## src/rtl/dma_chan_pkg.sv

```systemverilog
package dma_chan_pkg;
  localparam int DW  = 32;
  localparam int IW  = 3;
  localparam int SBW = 6;

  localparam logic [IW-1:0] IX_CMD   = 3'd0;
  localparam logic [IW-1:0] IX_ICNT  = 3'd1;
  localparam logic [IW-1:0] IX_IADDR = 3'd2;
  localparam logic [IW-1:0] IX_WCNT  = 3'd3;
  localparam logic [IW-1:0] IX_WADDR = 3'd4;
  localparam logic [IW-1:0] IX_STAT  = 3'd5;
  localparam logic [IW-1:0] IX_ILIST = 3'd6;
  localparam logic [IW-1:0] IX_WLIST = 3'd7;

  localparam int DIR_BIT  = 7;
  localparam int ST_ERR   = 1;
  localparam int ST_ABT   = 2;
  localparam int ST_DONE  = 3;
  localparam int ST_IRQ   = 4;

  typedef enum logic [1:0] {
    OP_IDLE  = 2'd0,
    OP_BLAST = 2'd1,
    OP_ABORT = 2'd2,
    OP_START = 2'd3
  } dma_op_e;

  localparam logic [DW-1:0] WADDR_RST = {DW{1'b1}};
  localparam logic [DW-1:0] WLIST_RST = {{(DW-2){1'b1}}, 2'b01};

  function automatic logic [DW-1:0] clamp_len(input logic [DW-1:0] want,
                                              input logic [DW-1:0] left);
    return (want < left) ? want : left;
  endfunction

  function automatic logic [SBW-1:0] sticky_mask();
    logic [SBW-1:0] m;
    m = '0;
    m[ST_ERR]  = 1'b1;
    m[ST_ABT]  = 1'b1;
    m[ST_DONE] = 1'b1;
    return m;
  endfunction
endpackage

```

## src/rtl/dma_cmd_unit.sv

```systemverilog
module dma_cmd_unit
  import dma_chan_pkg::*;
(
  input  logic          clk,
  input  logic          rst_n,
  input  logic          cmd_wr,
  input  logic [DW-1:0] wdata,
  output logic [DW-1:0] cmd_q,
  output logic          start_p,
  output logic          en_q,
  output logic          cancel_q
);
  dma_op_e op;
  logic    idle_p, abort_p;

  assign op      = dma_op_e'(wdata[1:0]);
  assign start_p = cmd_wr && (op == OP_START);
  assign idle_p  = cmd_wr && (op == OP_IDLE);
  assign abort_p = cmd_wr && (op == OP_ABORT);

  always_ff @(posedge clk or negedge rst_n) begin
    if (!rst_n) begin
      cmd_q    <= '0;
      en_q     <= 1'b0;
      cancel_q <= 1'b0;
    end else begin
      if (cmd_wr) cmd_q <= wdata;
      if (start_p)     en_q <= 1'b1;
      else if (idle_p) en_q <= 1'b0;
      cancel_q <= abort_p;
    end
  end

  AST_CANCEL_FROM_ABORT: assert property (@(posedge clk) disable iff (!rst_n)
    cancel_q |-> $past(abort_p));
  AST_ENABLE_ON_START: assert property (@(posedge clk) disable iff (!rst_n)
    start_p |=> en_q);
  AST_IDLE_DROPS_EN: assert property (@(posedge clk) disable iff (!rst_n)
    idle_p |=> !en_q);
endmodule

```

## src/rtl/dma_count_unit.sv

```systemverilog
module dma_count_unit
  import dma_chan_pkg::*;
(
  input  logic          clk,
  input  logic          rst_n,
  input  logic          wr,
  input  logic [IW-1:0] idx,
  input  logic [DW-1:0] wdata,
  input  logic          start_p,
  input  logic          cmd_to_mem,
  input  logic          req_valid,
  input  logic          req_to_mem,
  input  logic [DW-1:0] req_len,
  input  logic          complete,
  output logic [DW-1:0] icnt_q,
  output logic [DW-1:0] iaddr_q,
  output logic [DW-1:0] ilist_q,
  output logic [DW-1:0] wcnt_q,
  output logic [DW-1:0] waddr_q,
  output logic [DW-1:0] wlist_q,
  output logic          ok,
  output logic [DW-1:0] grant,
  output logic          done_set
);
  logic [DW-1:0] remain;

  assign ok       = req_valid && (req_to_mem == cmd_to_mem) && !start_p;
  assign grant    = ok ? clamp_len(req_len, wcnt_q) : '0;
  assign remain   = wcnt_q - grant;
  assign done_set = complete || (ok && (remain == '0));

  always_ff @(posedge clk or negedge rst_n) begin
    if (!rst_n) begin
      icnt_q  <= '0;
      iaddr_q <= '0;
      ilist_q <= '0;
      wcnt_q  <= '0;
      waddr_q <= WADDR_RST;
      wlist_q <= WLIST_RST;
    end else begin
      if (wr && idx == IX_ICNT)  icnt_q  <= wdata;
      if (wr && idx == IX_IADDR) iaddr_q <= wdata;
      if (wr && idx == IX_ILIST) ilist_q <= wdata;

      if (complete)     wcnt_q <= '0;
      else if (start_p) wcnt_q <= icnt_q;
      else if (ok)      wcnt_q <= remain;

      if (start_p)  waddr_q <= iaddr_q;
      else if (ok)  waddr_q <= waddr_q + grant;

      if (start_p) wlist_q <= ilist_q;
    end
  end

  AST_REFUSE_NO_GRANT: assert property (@(posedge clk) disable iff (!rst_n)
    (req_valid && req_to_mem != cmd_to_mem) |-> (!ok && grant == '0));
  AST_GRANT_LE_COUNT: assert property (@(posedge clk) disable iff (!rst_n)
    req_valid |-> (grant <= wcnt_q));
  AST_COUNT_STEP: assert property (@(posedge clk) disable iff (!rst_n)
    (ok && !complete) |=> (wcnt_q == $past(wcnt_q) - $past(grant)));
  AST_ADDR_STEP: assert property (@(posedge clk) disable iff (!rst_n)
    ok |=> (waddr_q == $past(waddr_q) + $past(grant)));
  AST_COMPLETE_ZERO: assert property (@(posedge clk) disable iff (!rst_n)
    complete |=> (wcnt_q == '0));
  AST_START_COPY: assert property (@(posedge clk) disable iff (!rst_n)
    (start_p && !complete) |=> (wcnt_q == $past(icnt_q) && waddr_q == $past(iaddr_q)));
endmodule

```

## src/rtl/dma_stat_unit.sv

```systemverilog
module dma_stat_unit
  import dma_chan_pkg::*;
(
  input  logic           clk,
  input  logic           rst_n,
  input  logic           start_p,
  input  logic           done_set,
  input  logic           w1c_wr,
  input  logic [SBW-1:0] w1c_bits,
  input  logic           rd_clr,
  input  logic           core_irq,
  output logic [SBW-1:0] view
);
  logic [SBW-1:0] stat_q, clr, set;

  always_comb begin
    clr = '0;
    if (start_p) clr = '1;
    if (w1c_wr)  clr = clr | (w1c_bits & sticky_mask());
    if (rd_clr)  clr = clr | sticky_mask();
    set = '0;
    set[ST_DONE] = done_set;
  end

  always_ff @(posedge clk or negedge rst_n) begin
    if (!rst_n) stat_q <= '0;
    else        stat_q <= ((stat_q & ~clr) | set) & ~(SBW'(1) << ST_IRQ);
  end

  always_comb begin
    view = stat_q;
    view[ST_IRQ] = core_irq;
  end

  AST_W1C_DONE: assert property (@(posedge clk) disable iff (!rst_n)
    (w1c_wr && w1c_bits[ST_DONE] && !done_set) |=> !stat_q[ST_DONE]);
  AST_RDCLR_DONE: assert property (@(posedge clk) disable iff (!rst_n)
    (rd_clr && !done_set) |=> (stat_q[ST_DONE:ST_ERR] == '0));
  AST_START_CLEARS: assert property (@(posedge clk) disable iff (!rst_n)
    (start_p && !done_set) |=> (stat_q == '0));
  AST_DONE_SETS: assert property (@(posedge clk) disable iff (!rst_n)
    done_set |=> stat_q[ST_DONE]);
endmodule

```

## src/rtl/dma_chan_regs.sv

```systemverilog
module dma_chan_regs
  import dma_chan_pkg::*;
(
  input  logic          clk,
  input  logic          rst_n,
  input  logic          host_wr,
  input  logic          host_rd,
  input  logic [2:0]    host_idx,
  input  logic [31:0]   host_wdata,
  output logic [31:0]   host_rdata,
  input  logic          clr_by_write,
  input  logic          core_irq,
  input  logic          cmd_done,
  input  logic          req_valid,
  input  logic          req_to_mem,
  input  logic [31:0]   req_len,
  output logic          grant_ok,
  output logic [31:0]   grant_len,
  output logic [31:0]   grant_addr,
  output logic          xfer_en,
  output logic          cancel
);
  logic [DW-1:0]  cmd_q, icnt_q, iaddr_q, ilist_q, wcnt_q, waddr_q, wlist_q;
  logic [SBW-1:0] stat_view;
  logic           start_p, done_set, stat_wr, stat_rd;

  assign stat_wr = host_wr && host_idx == IX_STAT && clr_by_write;
  assign stat_rd = host_rd && host_idx == IX_STAT && !clr_by_write;

  dma_cmd_unit u_cmd (
    .clk(clk), .rst_n(rst_n),
    .cmd_wr(host_wr && host_idx == IX_CMD), .wdata(host_wdata),
    .cmd_q(cmd_q), .start_p(start_p), .en_q(xfer_en), .cancel_q(cancel)
  );

  dma_count_unit u_cnt (
    .clk(clk), .rst_n(rst_n),
    .wr(host_wr), .idx(host_idx), .wdata(host_wdata),
    .start_p(start_p), .cmd_to_mem(cmd_q[DIR_BIT]),
    .req_valid(req_valid), .req_to_mem(req_to_mem), .req_len(req_len),
    .complete(cmd_done),
    .icnt_q(icnt_q), .iaddr_q(iaddr_q), .ilist_q(ilist_q),
    .wcnt_q(wcnt_q), .waddr_q(waddr_q), .wlist_q(wlist_q),
    .ok(grant_ok), .grant(grant_len), .done_set(done_set)
  );

  dma_stat_unit u_stat (
    .clk(clk), .rst_n(rst_n),
    .start_p(start_p), .done_set(done_set),
    .w1c_wr(stat_wr), .w1c_bits(host_wdata[SBW-1:0]),
    .rd_clr(stat_rd), .core_irq(core_irq), .view(stat_view)
  );

  assign grant_addr = waddr_q;

  always_comb begin
    unique case (host_idx)
      IX_CMD:   host_rdata = cmd_q;
      IX_ICNT:  host_rdata = icnt_q;
      IX_IADDR: host_rdata = iaddr_q;
      IX_WCNT:  host_rdata = wcnt_q;
      IX_WADDR: host_rdata = waddr_q;
      IX_STAT:  host_rdata = {{(DW-SBW){1'b0}}, stat_view};
      IX_ILIST: host_rdata = ilist_q;
      default:  host_rdata = wlist_q;
    endcase
  end

  AST_STAT_IRQ_LIVE: assert property (@(posedge clk) disable iff (!rst_n)
    (host_idx == IX_STAT) |-> (host_rdata[ST_IRQ] == core_irq));
  AST_WCNT_WRITE_IGNORED: assert property (@(posedge clk) disable iff (!rst_n)
    (host_wr && host_idx == IX_WCNT && !start_p && !grant_ok && !cmd_done) |=> $stable(wcnt_q));
endmodule

```

## config.mk

```make
export PLATFORM = sky130hd
export DESIGN_NAME = dma_chan_regs
export DESIGN_NICKNAME = d
export VERILOG_FILES = /design/src/rtl/dma_chan_pkg.sv /design/src/rtl/dma_cmd_unit.sv /design/src/rtl/dma_count_unit.sv /design/src/rtl/dma_stat_unit.sv /design/src/rtl/dma_chan_regs.sv
export SDC_FILE = /design/constraint.sdc
export NUM_CORES = 1
export LEC_CHECK = 0
export CAP_MARGIN = 20
export CORE_MARGIN = 1.5
export CORE_UTILIZATION = 35
export DETAILED_ROUTE_END_ITERATION = 10
export SLEW_MARGIN = 15
export SYNTH_ARGS = -nofsm -noshare
export SYNTH_HDL_FRONTEND = slang
export SYNTH_SLANG_ARGS = --single-unit
```

## constraint.sdc

```tcl
create_clock -name clk -period 5.4 [get_ports clk]
set_clock_uncertainty 0.2 [all_clocks]
set_input_delay 1.08 -clock clk [delete_from_list [all_inputs] [get_ports clk]]
set_output_delay 1.08 -clock clk [all_outputs]
set_load 0.005 [all_outputs]
```

==> impl_metrics.tcl <==
set metrics [dict create \
    synthFlopType "dfrtp_1" \
    hold_class "reg -> reg" \
    critPathMaxFanout 8 \
    routed-via-count 15900 \
    startpoint_type "input pin" \
    rsz0062_at_grt "yes" \
    dp_slack_ns -1.47 \
    wl_met3_um 4610 \
    wl_met1_um 30000 \
    clock.fmax_mhz 188 \
    antenna_cells 0 \
    grt_max_degree 125 \
    async_flop_share_pct 100 \
    status "finished, final reports clean" \
    clk_latency_ns 0.54 \
    multi_input_area_um2 10600 \
    postSynthRegisterBits 231 \
    ys_warn_count 0 \
    wl_um 64300 \
    viasPerCell 5.45 \
    grt_pass1_vias 16000 \
    synthCells 1812 \
    num_rows 78 \
    postSynthAreaPerCell_um2 8.83 \
    end_kind "output port" \
    cp.required_ns 4.12 \
    cts.sink_count 231 \
    numCtsBuffers 24 \
    p_leak_uw 0.0105 \
    place.gp.congestion 0.932 \
    hold_buffers 0 \
    cts-root-buf "clkbuf_16" \
    slew-limit-headroom_pct 34.9 \
    grt_pass1_wl_um 96700 \
    fillers 4180 \
    drt_iter0_drc 1296 \
    synth-edff-count 0 \
    fin_util_pct 51.2 \
    syn_nets 1984 \
    drv_slew 0 \
    cts_tree "built" \
    coreArea_um2 45300 \
    die_area_um2 47000 \
    nets 2472 \
    worst_slew_pin_slew_ns 0.976 \
    die_h_um 217 \
    netlist.area_leader.share_pct 26.3 \
    hold_violations 0 \
    netlist_top_cells_count "nand2_1, nor2_1, dfrtp_1" \
    num_io_pins 175 \
    grt_use_total_pct 26.8 \
    setup_ws_ns 0.0816 \
    whs_ns 0.261 \
    place.port_buffers 174 \
    h-tree-depth 1 \
    cp.arrival_ns 4.04 \
    start_util_pct 35.3 \
    netlist_area_um2 16000 \
    clk_pin_slew_ns 0.06 \
    top_layer "met4" \
    synth_top_area_cell "dfrtp_1" \
    met2WireLength_um 28000 \
    synthTopCellsByArea "dfrtp_1, dfstp_2, mux2_2" \
    fin_crit_sh_pct 98.5 \
    period_needed_ns 5.32 \
    path_class "in -> out" \
    power.density_nw_per_um2 586 \
    final_antenna_net_count 0 \
    synth-seq-area-share_pct 36.6 \
    setup_viol 0 \
    area_growth_pct 44.8 \
    seq_area_um2 5860 \
    wl_per_cell_um 22.0 \
    peakVddDrop_uv 274 \
    overflow 0 \
    synth_cell_types 79 \
    post-synth-top-count-cell "nand2_1" \
    die_width_um 217 \
    clk_path_buf_depth 3 \
    dr.pass1.iters 7 \
    drive_gt1_share_pct 36.2 \
    drc_errors 0 \
    maxCapViolCount 0 \
    dp_hpwl_um 47900 \
    grt_antenna_before_repair 1 \
]
==> metal layers <==
metal | vias up | track usage, %
met5 | - | 0
met4 | 0 | 7.48
met3 | 100 | 4.85
met2 | 573 | 41.3
met1 | 7821 | 38.5
li1 | 7412 | -
==> layout make-up <==
cell class	count	share of cell area, %
Sequential cell	231	25.3
Inverter	84	1.38
Timing Repair Buffer	566	20.6
Clock inverter	8	0.540
Clock buffer	36	3.14
Tap cell	600	3.24
Multi-Input combinational cell	1393	45.8
==> path summary, 6_finish.rpt <==
check | startpoint | to | slack (ns) | cells after the start
setup / recovery | req_len[12] | grant_len[18] | 0.08 | 16
hold / removal | u_cnt.wlist_q[11] | u_cnt.wlist_q[11] | 0.26 | 2
setup reg to reg | u_cnt.wcnt_q[27] | u_stat.stat_q[3] | 0.22 | 25
hold reg to reg | u_cnt.wlist_q[11] | u_cnt.wlist_q[11] | 0.26 | 2
max in group asynchronous | rst_n | u_cmd.cmd_q[15] | 3.38 | 2
min in group asynchronous | rst_n | u_cnt.ilist_q[6] | 0.44 | 1
==> where the power goes <==
group | switching [uW] | total (uW) | internal [uW] | leakage (uW)
Clock | 725 | 1800 | 1080 | 0.000416
Combinational | 4280 | 8950 | 4670 | 0.00730
Sequential | 513 | 2810 | 2300 | 0.00273
==> layout by cell type, fill, tap and decap left out, types with 10 or more instances in the layout <==
cell and n:
a211oi_1 10, a21o_1 29, a21oi_1 97, a21oi_2 21
a221oi_1 16, a22oi_1 10, a311oi_1 14, a31oi_1 18
and3_1 12, buf_4 382, buf_6 11, clkbuf_16 25
clkdlybuf4s50_1 139, dfrtp_1 168, dfstp_2 63, ha_1 51
ha_4 39, inv_1 75, mux2_2 133, mux2i_1 56
nand2_1 253, nand2b_1 27, nand2b_4 15, nand3_1 23
nor2_1 168, nor2b_1 13, nor3_1 26, o211ai_1 14
o21a_1 18, o21ai_0 90, or3_1 10, xnor2_1 24
xor2_1 15
==> logic make-up after synthesis <==
| kind of cell | share of synthesized area, % |
|---|---|
| and+or+nand+nor | 17.3 |
| buffers and inverters | 4.49 |
| DFF | 36.6 |
| adders and majority gates | 7.60 |
| AOI/OAI and AO/OA | 17.8 |
| muxes | 13.8 |
| xor gates and xnor gates | 2.30 |
==> through the flow <==
| step | total power, uW | instances | setup TNS (ns) | instance area (um2) |
|---|---|---|---|---|
| after floorplan | 6590 | 1812 | -0.190 | 16300 |
| after global placement | 10500 | 2852 | -50.21 | 21200 |
| after detailed placement | 10500 | 2852 | -49.97 | 21200 |
| after CTS | 13300 | 2913 | 0 | 23000 |
| after global routing | 14400 | 2918 | -0.270 | 23200 |
| final | 13600 | 2918 | 0 | 23200 |
==> worst max-delay path: stages <==
cell and delay (ns):
buf_4 0.13, ha_4 0.22, and3_4 0.17, a221o_1 0.33
a21oi_2 0.21, o21ai_4 0.10, a21oi_4 0.20, buf_12 0.15
buf_16 0.13, buf_12 0.14, mux2i_1 0.23, nand2b_1 0.18
buf_4 0.12, inv_2 0.04, buf_4 0.14, clkdlybuf4s50_1 0.44
==> registers in the layout (all words and copies together) (netlist names) <==
signal / count
u_cnt.wcnt_q: 32
u_stat.stat_q: 5
u_cmd.cancel_q: 1
u_cmd.cmd_q: 32
u_cnt.wlist_q: 32
u_cnt.icnt_q: 32
u_cnt.ilist_q: 32
u_cnt.waddr_q: 32
u_cmd.en_q: 1
u_cnt.iaddr_q: 32
==> repair_timing <==
action | in CTS | in global routing
resized for setup | 202 | 88
endpoints found under the setup margin | 70 | 43
pin swaps | 71 | 52
gates cloned | 2 | 0
buffers inserted | 17 | 5
No activity file was read; power rests on OpenSTA's default activity.
